### src/rtl/mns_pkg.sv
// Shared definitions for the min-sum check node.
// Assumes: the correction mode is a single static select bit.
package mns_pkg;
    typedef enum logic {
        CORR_OFFSET = 1'b0,
        CORR_SCALE  = 1'b1
    } corr_mode_e;
endpackage

### src/rtl/mns_collect.sv
// Running summary of one check: two smallest magnitudes, position of the
// smallest, sign parity and per-edge sign bits. The next-state summary is
// exported combinationally together with a strobe marking the last edge.
// Assumes: DEG >= 2; inputs are two's complement MSG_W bits.
module mns_collect #(
    parameter int DEG   = 8,
    parameter int MSG_W = 6,
    parameter int IDX_W = (DEG > 1) ? $clog2(DEG) : 1
) (
    input  logic             clk,
    input  logic             rst_n,
    input  logic             in_valid,
    input  logic [MSG_W-1:0] in_msg,
    output logic             done,
    output logic [MSG_W-1:0] nx_min1,
    output logic [MSG_W-1:0] nx_min2,
    output logic [IDX_W-1:0] nx_idx,
    output logic             nx_par,
    output logic [DEG-1:0]   nx_signs
);
    localparam logic [IDX_W-1:0] LAST = IDX_W'(DEG - 1);

    logic [IDX_W-1:0] cnt;
    logic [MSG_W-1:0] min1_q, min2_q;
    logic [IDX_W-1:0] idx_q;
    logic             par_q;
    logic [DEG-1:0]   signs_q;
    logic             sgn, first;
    logic [MSG_W-1:0] mag, b_min1, b_min2;

    // Magnitude and sign of the incoming message (-32 maps to 32 unsigned).
    always_comb begin
        sgn   = in_msg[MSG_W-1];
        mag   = sgn ? (~in_msg + MSG_W'(1)) : in_msg;
        first = (cnt == '0);
        done  = in_valid && (cnt == LAST);
    end

    // Compare-and-insert into the two-smallest list; strict compare keeps ties in min2.
    always_comb begin
        b_min1   = first ? '1 : min1_q;
        b_min2   = first ? '1 : min2_q;
        nx_idx   = first ? '0 : idx_q;
        nx_par   = (first ? 1'b0 : par_q) ^ sgn;
        nx_signs = first ? '0 : signs_q;
        for (int k = 0; k < DEG; k++) begin
            if (cnt == IDX_W'(k)) nx_signs[k] = sgn;
        end
        nx_min1 = b_min1;
        nx_min2 = b_min2;
        if (mag < b_min1) begin
            nx_min1 = mag;
            nx_min2 = b_min1;
            nx_idx  = cnt;
        end else if (mag < b_min2) begin
            nx_min2 = mag;
        end
    end

    // Edge counter and summary registers advance only on accepted inputs.
    always_ff @(posedge clk) begin
        if (!rst_n) begin
            cnt     <= '0;
            min1_q  <= '1;
            min2_q  <= '1;
            idx_q   <= '0;
            par_q   <= 1'b0;
            signs_q <= '0;
        end else if (in_valid) begin
            cnt     <= done ? '0 : cnt + IDX_W'(1);
            min1_q  <= nx_min1;
            min2_q  <= nx_min2;
            idx_q   <= nx_idx;
            par_q   <= nx_par;
            signs_q <= nx_signs;
        end
    end
endmodule

### src/rtl/mns_correct.sv
// Magnitude correction: offset with zero floor, or fixed-point scaling with
// truncation. Purely combinational.
// Assumes: ALPHA_W > ALPHA_FRAC so the result is at least one bit wider than MAG_W.
module mns_correct #(
    parameter int MAG_W      = 6,
    parameter int ALPHA_W    = 5,
    parameter int ALPHA_FRAC = 4,
    parameter int RES_W      = MAG_W + ALPHA_W - ALPHA_FRAC
) (
    input  logic               scale_sel,
    input  logic [MAG_W-1:0]   mag,
    input  logic [MAG_W-1:0]   beta,
    input  logic [ALPHA_W-1:0] alpha,
    output logic [RES_W-1:0]   res
);
    localparam int PROD_W = MAG_W + ALPHA_W;

    logic [PROD_W-1:0] prod;

    // Select offset-and-floor or multiply-and-truncate.
    always_comb begin
        prod = {{ALPHA_W{1'b0}}, mag} * {{MAG_W{1'b0}}, alpha};
        if (scale_sel)
            res = RES_W'(prod >> ALPHA_FRAC);
        else if (mag > beta)
            res = RES_W'(mag - beta);
        else
            res = '0;
    end
endmodule

### src/rtl/mns_pack.sv
// Turns sign plus corrected magnitude into a saturated two's complement message.
// Assumes: RES_W > MSG_W - 1.
module mns_pack #(
    parameter int MSG_W = 6,
    parameter int RES_W = 7
) (
    input  logic             neg,
    input  logic [RES_W-1:0] mag,
    output logic [MSG_W-1:0] msg
);
    localparam logic [RES_W-1:0] POS_LIM = RES_W'((1 << (MSG_W - 1)) - 1);
    localparam logic [RES_W-1:0] NEG_LIM = RES_W'(1 << (MSG_W - 1));

    logic [RES_W-1:0] m;

    // Clip to the asymmetric range and apply the sign.
    always_comb begin
        if (neg) begin
            m   = (mag > NEG_LIM) ? NEG_LIM : mag;
            msg = MSG_W'(0) - m[MSG_W-1:0];
        end else begin
            m   = (mag > POS_LIM) ? POS_LIM : mag;
            msg = m[MSG_W-1:0];
        end
    end
endmodule

### src/rtl/mns_check_node.sv
// Min-sum check node. Collects DEG messages per check, then outputs DEG
// corrected excluding-self messages, one per cycle, while the next check is
// collected. Output message is combinational from the output buffer.
// Assumes: corr_mode, beta and alpha are static while a check is in flight.
module mns_check_node #(
    parameter int DEG        = 8,
    parameter int MSG_W      = 6,
    parameter int ALPHA_W    = 5,
    parameter int ALPHA_FRAC = 4,
    parameter int IDX_W      = (DEG > 1) ? $clog2(DEG) : 1
) (
    input  logic               clk,
    input  logic               rst_n,
    input  logic               corr_mode,
    input  logic [MSG_W-1:0]   beta,
    input  logic [ALPHA_W-1:0] alpha,
    input  logic               in_valid,
    input  logic [MSG_W-1:0]   in_msg,
    output logic               out_valid,
    output logic [IDX_W-1:0]   out_idx,
    output logic [MSG_W-1:0]   out_msg
);
    import mns_pkg::*;

    localparam int               RES_W = MSG_W + ALPHA_W - ALPHA_FRAC;
    localparam logic [IDX_W-1:0] LAST  = IDX_W'(DEG - 1);

    logic             done;
    logic [MSG_W-1:0] nx_min1, nx_min2;
    logic [IDX_W-1:0] nx_idx;
    logic             nx_par;
    logic [DEG-1:0]   nx_signs;

    logic [MSG_W-1:0] b_min1, b_min2;
    logic [IDX_W-1:0] b_idx;
    logic             b_par;
    logic [DEG-1:0]   b_signs;
    logic             busy;
    logic [IDX_W-1:0] ocnt;

    logic [MSG_W-1:0] sel_mag;
    logic             own_sgn, out_neg;
    logic [RES_W-1:0] corr_mag;

    mns_collect #(.DEG(DEG), .MSG_W(MSG_W), .IDX_W(IDX_W)) u_collect (
        .clk      (clk),
        .rst_n    (rst_n),
        .in_valid (in_valid),
        .in_msg   (in_msg),
        .done     (done),
        .nx_min1  (nx_min1),
        .nx_min2  (nx_min2),
        .nx_idx   (nx_idx),
        .nx_par   (nx_par),
        .nx_signs (nx_signs)
    );

    // Output buffer: captures the finished summary as the last edge is accepted.
    always_ff @(posedge clk) begin
        if (!rst_n) begin
            b_min1  <= '0;
            b_min2  <= '0;
            b_idx   <= '0;
            b_par   <= 1'b0;
            b_signs <= '0;
        end else if (done) begin
            b_min1  <= nx_min1;
            b_min2  <= nx_min2;
            b_idx   <= nx_idx;
            b_par   <= nx_par;
            b_signs <= nx_signs;
        end
    end

    // Output sequencer: DEG cycles per check, restarted by a new load.
    always_ff @(posedge clk) begin
        if (!rst_n) begin
            busy <= 1'b0;
            ocnt <= '0;
        end else if (done) begin
            busy <= 1'b1;
            ocnt <= '0;
        end else if (busy) begin
            busy <= (ocnt != LAST);
            ocnt <= (ocnt == LAST) ? '0 : ocnt + IDX_W'(1);
        end
    end

    // Excluding-self magnitude and sign for the edge being output.
    always_comb begin
        sel_mag = (ocnt == b_idx) ? b_min2 : b_min1;
        own_sgn = 1'b0;
        for (int k = 0; k < DEG; k++) begin
            if (ocnt == IDX_W'(k)) own_sgn = b_signs[k];
        end
        out_neg = b_par ^ own_sgn;
    end

    mns_correct #(.MAG_W(MSG_W), .ALPHA_W(ALPHA_W), .ALPHA_FRAC(ALPHA_FRAC), .RES_W(RES_W)) u_correct (
        .scale_sel (corr_mode == CORR_SCALE),
        .mag       (sel_mag),
        .beta      (beta),
        .alpha     (alpha),
        .res       (corr_mag)
    );

    mns_pack #(.MSG_W(MSG_W), .RES_W(RES_W)) u_pack (
        .neg (out_neg),
        .mag (corr_mag),
        .msg (out_msg)
    );

    assign out_valid = busy;
    assign out_idx   = ocnt;
endmodule

### config.mk
export PLATFORM = sky130hd
export DESIGN_NAME = mns_check_node
export DESIGN_NICKNAME = d
export VERILOG_FILES = /design/src/rtl/mns_pkg.sv /design/src/rtl/mns_collect.sv /design/src/rtl/mns_correct.sv /design/src/rtl/mns_pack.sv /design/src/rtl/mns_check_node.sv
export SDC_FILE = /design/constraint.sdc
export NUM_CORES = 1
export LEC_CHECK = 0
export ABC_AREA = 0
export BUFFER_PORTS_ARGS = -buffer_cell sky130_fd_sc_hd__clkbuf_2
export CORE_ASPECT_RATIO = 0.5
export CORE_MARGIN = 3
export CORE_UTILIZATION = 60
export CTS_CLUSTER_DIAMETER = 100
export DETAILED_ROUTE_END_ITERATION = 8
export PLACE_DENSITY = 0.79
export RECOVER_POWER = 50
export REMOVE_ABC_BUFFERS = 1
export SYNTH_ARGS = -nofsm -noshare
export SYNTH_HDL_FRONTEND = slang
export SYNTH_SLANG_ARGS = --single-unit
### constraint.sdc
create_clock -name clk -period 6.1 [get_ports clk]
set_input_delay 0.305 -clock clk [delete_from_list [all_inputs] [get_ports clk]]
set_output_delay 0.305 -clock clk [all_outputs]
set_load 0.05 [all_outputs]
==> results of run 1 <==
==> through the flow <==
step / instance area [sq um] / TNS [ps]
global placement: 4600 / 0
global route: 4880 / -89.4
floorplan: 4290 / -530
finish: 4880 / 0
CTS: 4770 / 0
detailed placement: 4600 / 0
==> kinds of logic (layout without fill, tap and decap cells) <==
family,count (synthesis),in the layout,share of synthesized area
compound gates,140,140,0.227
fa+ha+maj,59,59,0.188
simple gates,193,193,0.213
flops,54,54,0.246
mux,16,16,0.0407
buf+inv,61,86,0.0549
xor+xnor,13,13,0.0310
==> layout make-up <==
class / count / area [sq um] / share of cell area
multi-input cells: 421 / 3160 / 0.647
repair buffers: 42 / 233 / 0.0476
clock buffers: 6 / 139 / 0.0284
clock inverters: 2 / 17.5 / 0.00359
well taps: 92 / 115 / 0.0236
inverters: 36 / 135 / 0.0277
flip-flops and latches: 54 / 1090 / 0.223
==> Yosys cell counts (3+ instances only) <==
| cell | number | area share |
|---|---|---|
| a211oi_1 | 7 | 0.012 |
| a21boi_0 | 4 | 0.0068 |
| a21o_1 | 5 | 0.0085 |
| a21oi_1 | 25 | 0.028 |
| a221oi_1 | 4 | 0.0080 |
| a22oi_1 | 7 | 0.012 |
| a311oi_1 | 5 | 0.010 |
| a31oi_1 | 11 | 0.016 |
| a32oi_1 | 3 | 0.0060 |
| and2_1 | 13 | 0.018 |
| and3_1 | 3 | 0.0043 |
| and4_1 | 3 | 0.0060 |
| buf_2 | 4 | 0.0045 |
| clkbuf_1 | 19 | 0.016 |
| dfxtp_1 | 54 | 0.25 |
| fa_1 | 12 | 0.055 |
| ha_1 | 47 | 0.13 |
| inv_1 | 35 | 0.030 |
| mux2_2 | 7 | 0.018 |
| mux2i_1 | 6 | 0.014 |
| nand2_1 | 73 | 0.062 |
| nand2b_1 | 7 | 0.010 |
| nand3_1 | 5 | 0.0057 |
| nor2_1 | 49 | 0.042 |
| nor2b_1 | 10 | 0.014 |
| nor3_1 | 8 | 0.0091 |
| o211a_1 | 9 | 0.020 |
| o211ai_1 | 6 | 0.010 |
| o21a_1 | 4 | 0.0068 |
| o21ai_0 | 17 | 0.019 |
| o21ai_1 | 6 | 0.0068 |
| o22ai_1 | 8 | 0.011 |
| or2_2 | 6 | 0.0085 |
| xnor2_1 | 6 | 0.012 |
| xnor2_2 | 3 | 0.011 |
| xor2_1 | 4 | 0.0080 |
==> final timing paths <==
path,depth (start not counted),from,end
setup reg to reg,13,u_collect.cnt[0],u_collect.min1_q[2]
hold reg to reg,2,b_min1[3],b_min1[3]
setup / recovery,21,out_idx[2],out_msg[4]
hold / removal,3,in_msg[0],u_collect.min1_q[0]
==> critical path: cells and delay by family, from the launching register on <==
family | cells | cell delay, ps
and+or+nand+nor | 7 | 1360
DFF | 1 | 340
xor gates and xnor gates | 1 | 200
AOI/OAI and AO/OA | 3 | 620
buffers and inverters | 4 | 370
adders and majority gates | 5 | 2030
muxes | 1 | 350
==> layer usage <==
layer | part of all wire | GRT usage
met1 | 0.52 | 0.342
met2 | 0.44 | 0.355
met3 | 0.041 | 0.0344
met4 | 0.0056 | 0.0468
met5 | 0 | 0
==> sequential cells by signal, summed over array words and instances, names as in the netlist, 3 cells and up <==
| signal | count |
|---|---|
| b_idx | 3 |
| b_min1 | 6 |
| b_min2 | 6 |
| b_signs | 8 |
| out_idx | 3 |
| u_collect.cnt | 3 |
| u_collect.idx_q | 3 |
| u_collect.min1_q | 6 |
| u_collect.min2_q | 6 |
| u_collect.signs_q | 7 |
==> where the power goes <==
| group | switching, mW | internal (mW) | total (mW) |
|---|---|---|---|
| combinational | 0.0636 | 0.0369 | 0.101 |
| clock | 0.125 | 0.165 | 0.290 |
| sequential | 0.00605 | 0.361 | 0.367 |
| total | 0.194 | 0.563 | 0.757 |
==> timing repair <==
item                       CTS  global route
resized for setup            4            18
pin swaps                    0            13
buffers inserted             0             7
setup endpoints to repair    1             3
hold buffers                 0             0
==> flow_summary.toml, run 1 <==
[finish]
layout-drive-gt1-share = 0.146
nets = 640
final_core_util = 0.710
syn2layout_area_growth_pct = 11.0
diodes = 0
instances_no_fill = 653
nFillCells = 583
layout_commonest_cell = "nand2_1"
layout_common_cells = "nand2_1 (71), dfxtp_1 (51), nor2_1 (49)"

[sta]
post-route-period-util = 0.966
setup_viol = 0
worst_pin_slew_ps = 1670
relSlewSlack = -0.113
clock_skew_ps = 6.90
clock.fmax_mhz = 170
finalMaxSlewViolations = 37
min_period_ps = 5890
worst_slack_ps = 205
whs_ps = 336
hold_viol = 0

[pwr]
power.total_mw = 0.757
p_leak_nw = 2.14
p_per_area_nw_per_um2 = 155
max-vdd-ir-drop_uv = 147

[worst_setup_path]
end_kind = "primary output"
cp.arrival_ps = 5590
critPathSlowestCell = "fa_1"
crit_chain = "xnor2_2 -> nand3_4 -> mux2_4 -> and2_1 -> fa_1 -> inv_1 -> fa_1 -> fa_1 -> inv_1 -> ha_4 -> and4_1 -> a31oi_1 -> or3b_1 -> a31oi_4 -> nand2_2 -> ha_4 -> inv_1 -> or2_2 -> and3b_1 -> a211oi_2 -> buf_6"
start_kind = "flop"
rrSetupSlack_ps = 1880
cpPeakStageDelay_ps = 540
cp_max_fo = 7
worstSetupPathType = "reg -> out"
crit_required_ps = 5790

[global_routing]
grt_pass1_wl_microns = 16100
grt_start_max_net_pins = 37
first_global_vias = 3438
grt_remaining_overflow = 0
track_usage = 0.230
antenna_found_initial = 0

[synth]
ys.flop_type = "dfxtp_1"
syn_area_sq_um = 4400
synth_seq_area_share = 0.246
yosysWarningCount = 0
syn_inst = 536
yosys.cell_types.count = 69
async_flop_share = 0
avgSynthCellArea_sq_um = 8.21
synth_edf_count = 0
synth.ff_latch_count = 54

[route]
drtPass1Iterations = 5
vias = 3840
drt_iter0_markers = 326
wl_microns = 9720
wl_per_cell_microns = 14.9
drt.antenna.violating_nets = 0
via_per_inst = 5.88
drc = 0

[placement]
post-dp-hpwl_microns = 7160
port_buffers = 30
place_ws_ps = 202
place.gp.congestion = 0.868
dp_cells = 638

[clock_tree]
cts_buffers = 5
clock-sinks = 54
cts.clk_slew.worst_paths_ps = 70
root_buffer = "clkbuf_16"
h-tree-depth = 2
clock_latency_ps = 290
clk_path_buf_depth = 2
cts_tree = "done"

[floorplan]
coreArea_sq_um = 6880
ios = 31
die_h_microns = 66.6
start_util = 0.639
dieArea_sq_um = 8460
row_count = 21
fp.dieW_microns = 127

[run_status]
violations = "max-capacitance violations, max-slew violations"
status = "finished with violations"

[min_path]
hold_class = "in -> reg"

[run]
drv_cap = 1
(Power assumes the default switching activity.)
==> run 2, diff against run 1 <==
- CORE_UTILIZATION: 60 -> 55
- PLACE_DENSITY: 0.79 -> 0.74
==> flow_summary.toml, run 2 (same netlist as run 1, synthesis figures left out) <==
[sta]
worst_pin_slew_ps = 1680
hold_viol = 0
setup-tns-final_ps = 0
clock.fmax_mhz = 171
post-route-period-util = 0.960
relSlewSlack = -0.121
min_period_ps = 5860
clock_skew_ps = 6.48
whs_ps = 381
finalMaxSlewViolations = 37
setup_viol = 0

[clock_tree]
cts_tree = "done"
clock-sinks = 54
root_buffer = "clkbuf_16"
cts_buffers = 5
cts.clk_slew.worst_paths_ps = 70
h-tree-depth = 2
hold_buffers = 0
clk_path_buf_depth = 2
clock_latency_ps = 290

[finish]
diodes = 0
largest_register_ffs = 8
multi_input_area_sq_um = 3110
layout_commonest_cell = "nand2_1"
largest_register = "b_signs"
top_regs = "b_signs x8, u_collect.signs_q x7"
seq_area_sq_um = 1090
fin_area_sq_um = 4830
nFillCells = 685
syn2layout_area_growth_pct = 9.87
final_core_util = 0.641
nets = 638
layout-drive-gt1-share = 0.136
layout_common_cells = "nand2_1 (73), nor2_1 (49), dfxtp_1 (49)"

[run]
drv_cap = 1

[global_routing]
grt_pass1_wl_microns = 16500
antenna_found_initial = 0
grt_start_max_net_pins = 37
track_usage = 0.211
grt_remaining_overflow = 0
first_global_vias = 3490

[worst_setup_path]
reg2reg_depth = 13
r2r-start = "u_collect.cnt[0]"
crit_required_ps = 5790
cp.arrival_ps = 5550
crit_chain = "xnor2_4 -> nand3_4 -> mux2_2 -> and2_1 -> fa_1 -> inv_1 -> fa_1 -> fa_1 -> inv_1 -> ha_2 -> and4_1 -> a31oi_1 -> or3b_1 -> a31oi_2 -> nand2_1 -> ha_2 -> inv_1 -> or2_2 -> and3b_1 -> a211oi_2 -> buf_6"
rr_endpoint = "u_collect.min1_q[0]"
critPathSlowestCell = "fa_1"
worstSetupPathType = "reg -> out"
cp_max_fo = 8
rrSetupSlack_ps = 1870
end_kind = "primary output"
cpPeakStageDelay_ps = 540
start_kind = "flop"

[route]
wl_per_cell_microns = 14.9
wl_microns = 9910
drtPass1Iterations = 5
drt.antenna.violating_nets = 0
via_per_inst = 5.75
vias = 3838
drt_iter0_markers = 321
drc = 0

[pwr]
clkPwrFrac = 0.371
p_per_area_nw_per_um2 = 154
switchingPower_mw = 0.196
power.total_mw = 0.746
max-vdd-ir-drop_uv = 112
p_sw_frac = 0.262
p_int_mw = 0.550
seq_power_share = 0.492
p_comb_frac = 0.137
p_leak_nw = 2.13

[min_path]
hold_end = "u_collect.min1_q[0]"
hold_class = "in -> reg"
whs_path_depth = 3
hold_start = "in_msg[0]"

[floorplan]
coreArea_sq_um = 7540
ios = 31
dieArea_sq_um = 9180
row_count = 22
die_h_microns = 69.3
fp.dieW_microns = 132
start_util = 0.583

[placement]
placed_area_sq_um = 4620
post-dp-hpwl_microns = 7320
port_buffers = 30
place.gp.congestion = 0.883

[run_status]
violations = "max-capacitance violations, max-slew violations"
status = "finished with violations"
==> run 2: cell types whose count changed in the layout (fill, tap and decap cells not counted), sizes merged <==
| cell | delta |
|---|---|
| buf | -2 |
==> run 2: worst max path at each step <==
stage          startpoint    endpoint  slack (ps)  cells after the start
6_report       out_idx[1]  out_msg[4]         240                     21
3_3_place_gp   out_idx[2]  out_msg[4]         380                     21
3_5_place_dp   out_idx[2]  out_msg[4]         260                     21
2_1_floorplan  out_idx[2]  out_msg[4]        -260                     20
4_1_cts        out_idx[1]  out_msg[4]          30                     21
5_1_grt          b_idx[0]  out_msg[4]         -20                     23
==> run 2: power by group through the flow <==
stage | registers (mW) | clock network [mW] | logic (mW)
floorplan | 0.374 | 0 | 0.0653
global placement | 0.375 | 0 | 0.0983
detailed placement | 0.376 | 0 | 0.100
CTS | 0.367 | 0.282 | 0.101
global route | 0.368 | 0.294 | 0.114
finish | 0.367 | 0.277 | 0.102
==> run 2: cell type report <==
type                            count  share of cell area
Clock buffer                        6              0.0267
Clock inverter                      2             0.00285
Inverter                           36              0.0280
Multi-Input combinational cell    421               0.644
Sequential cell                    54               0.226
Tap cell                          108              0.0280
Timing Repair Buffer               40              0.0450
==> run 2: layer usage <==
layer  vias up  GRT usage  share of wire
met2        84      0.328           0.44
met4         0     0.0369         0.0069
met5         -          0              0
li1       1943          -              -
met3         7     0.0304          0.045
met1      1804      0.314           0.51
==> run 2: metrics by stage <==
step	cells	worst slack, ps
3_3_place_gp	654	382
5_1_grt	667	-17.2
4_1_cts	662	25.7
6_report	667	241
2_1_floorplan	511	-256
3_5_place_dp	654	262
==> run 2: critical path, delay by kind of cell, from the launching register on <==
| family | cells | cell delay [ps] |
|---|---|---|
| flops | 1 | 380 |
| buf+inv | 4 | 350 |
| mux | 1 | 410 |
| xor+xnor | 1 | 140 |
| compound gates | 3 | 510 |
| fa+ha+maj | 5 | 2130 |
| simple gates | 7 | 1340 |
==> run 2: timing repair <==
action,CTS,global route
setup endpoints to repair,1,4
pin swaps,0,6
buffers inserted,0,5
endpoints found under the hold margin,0,0
resized for setup,2,14
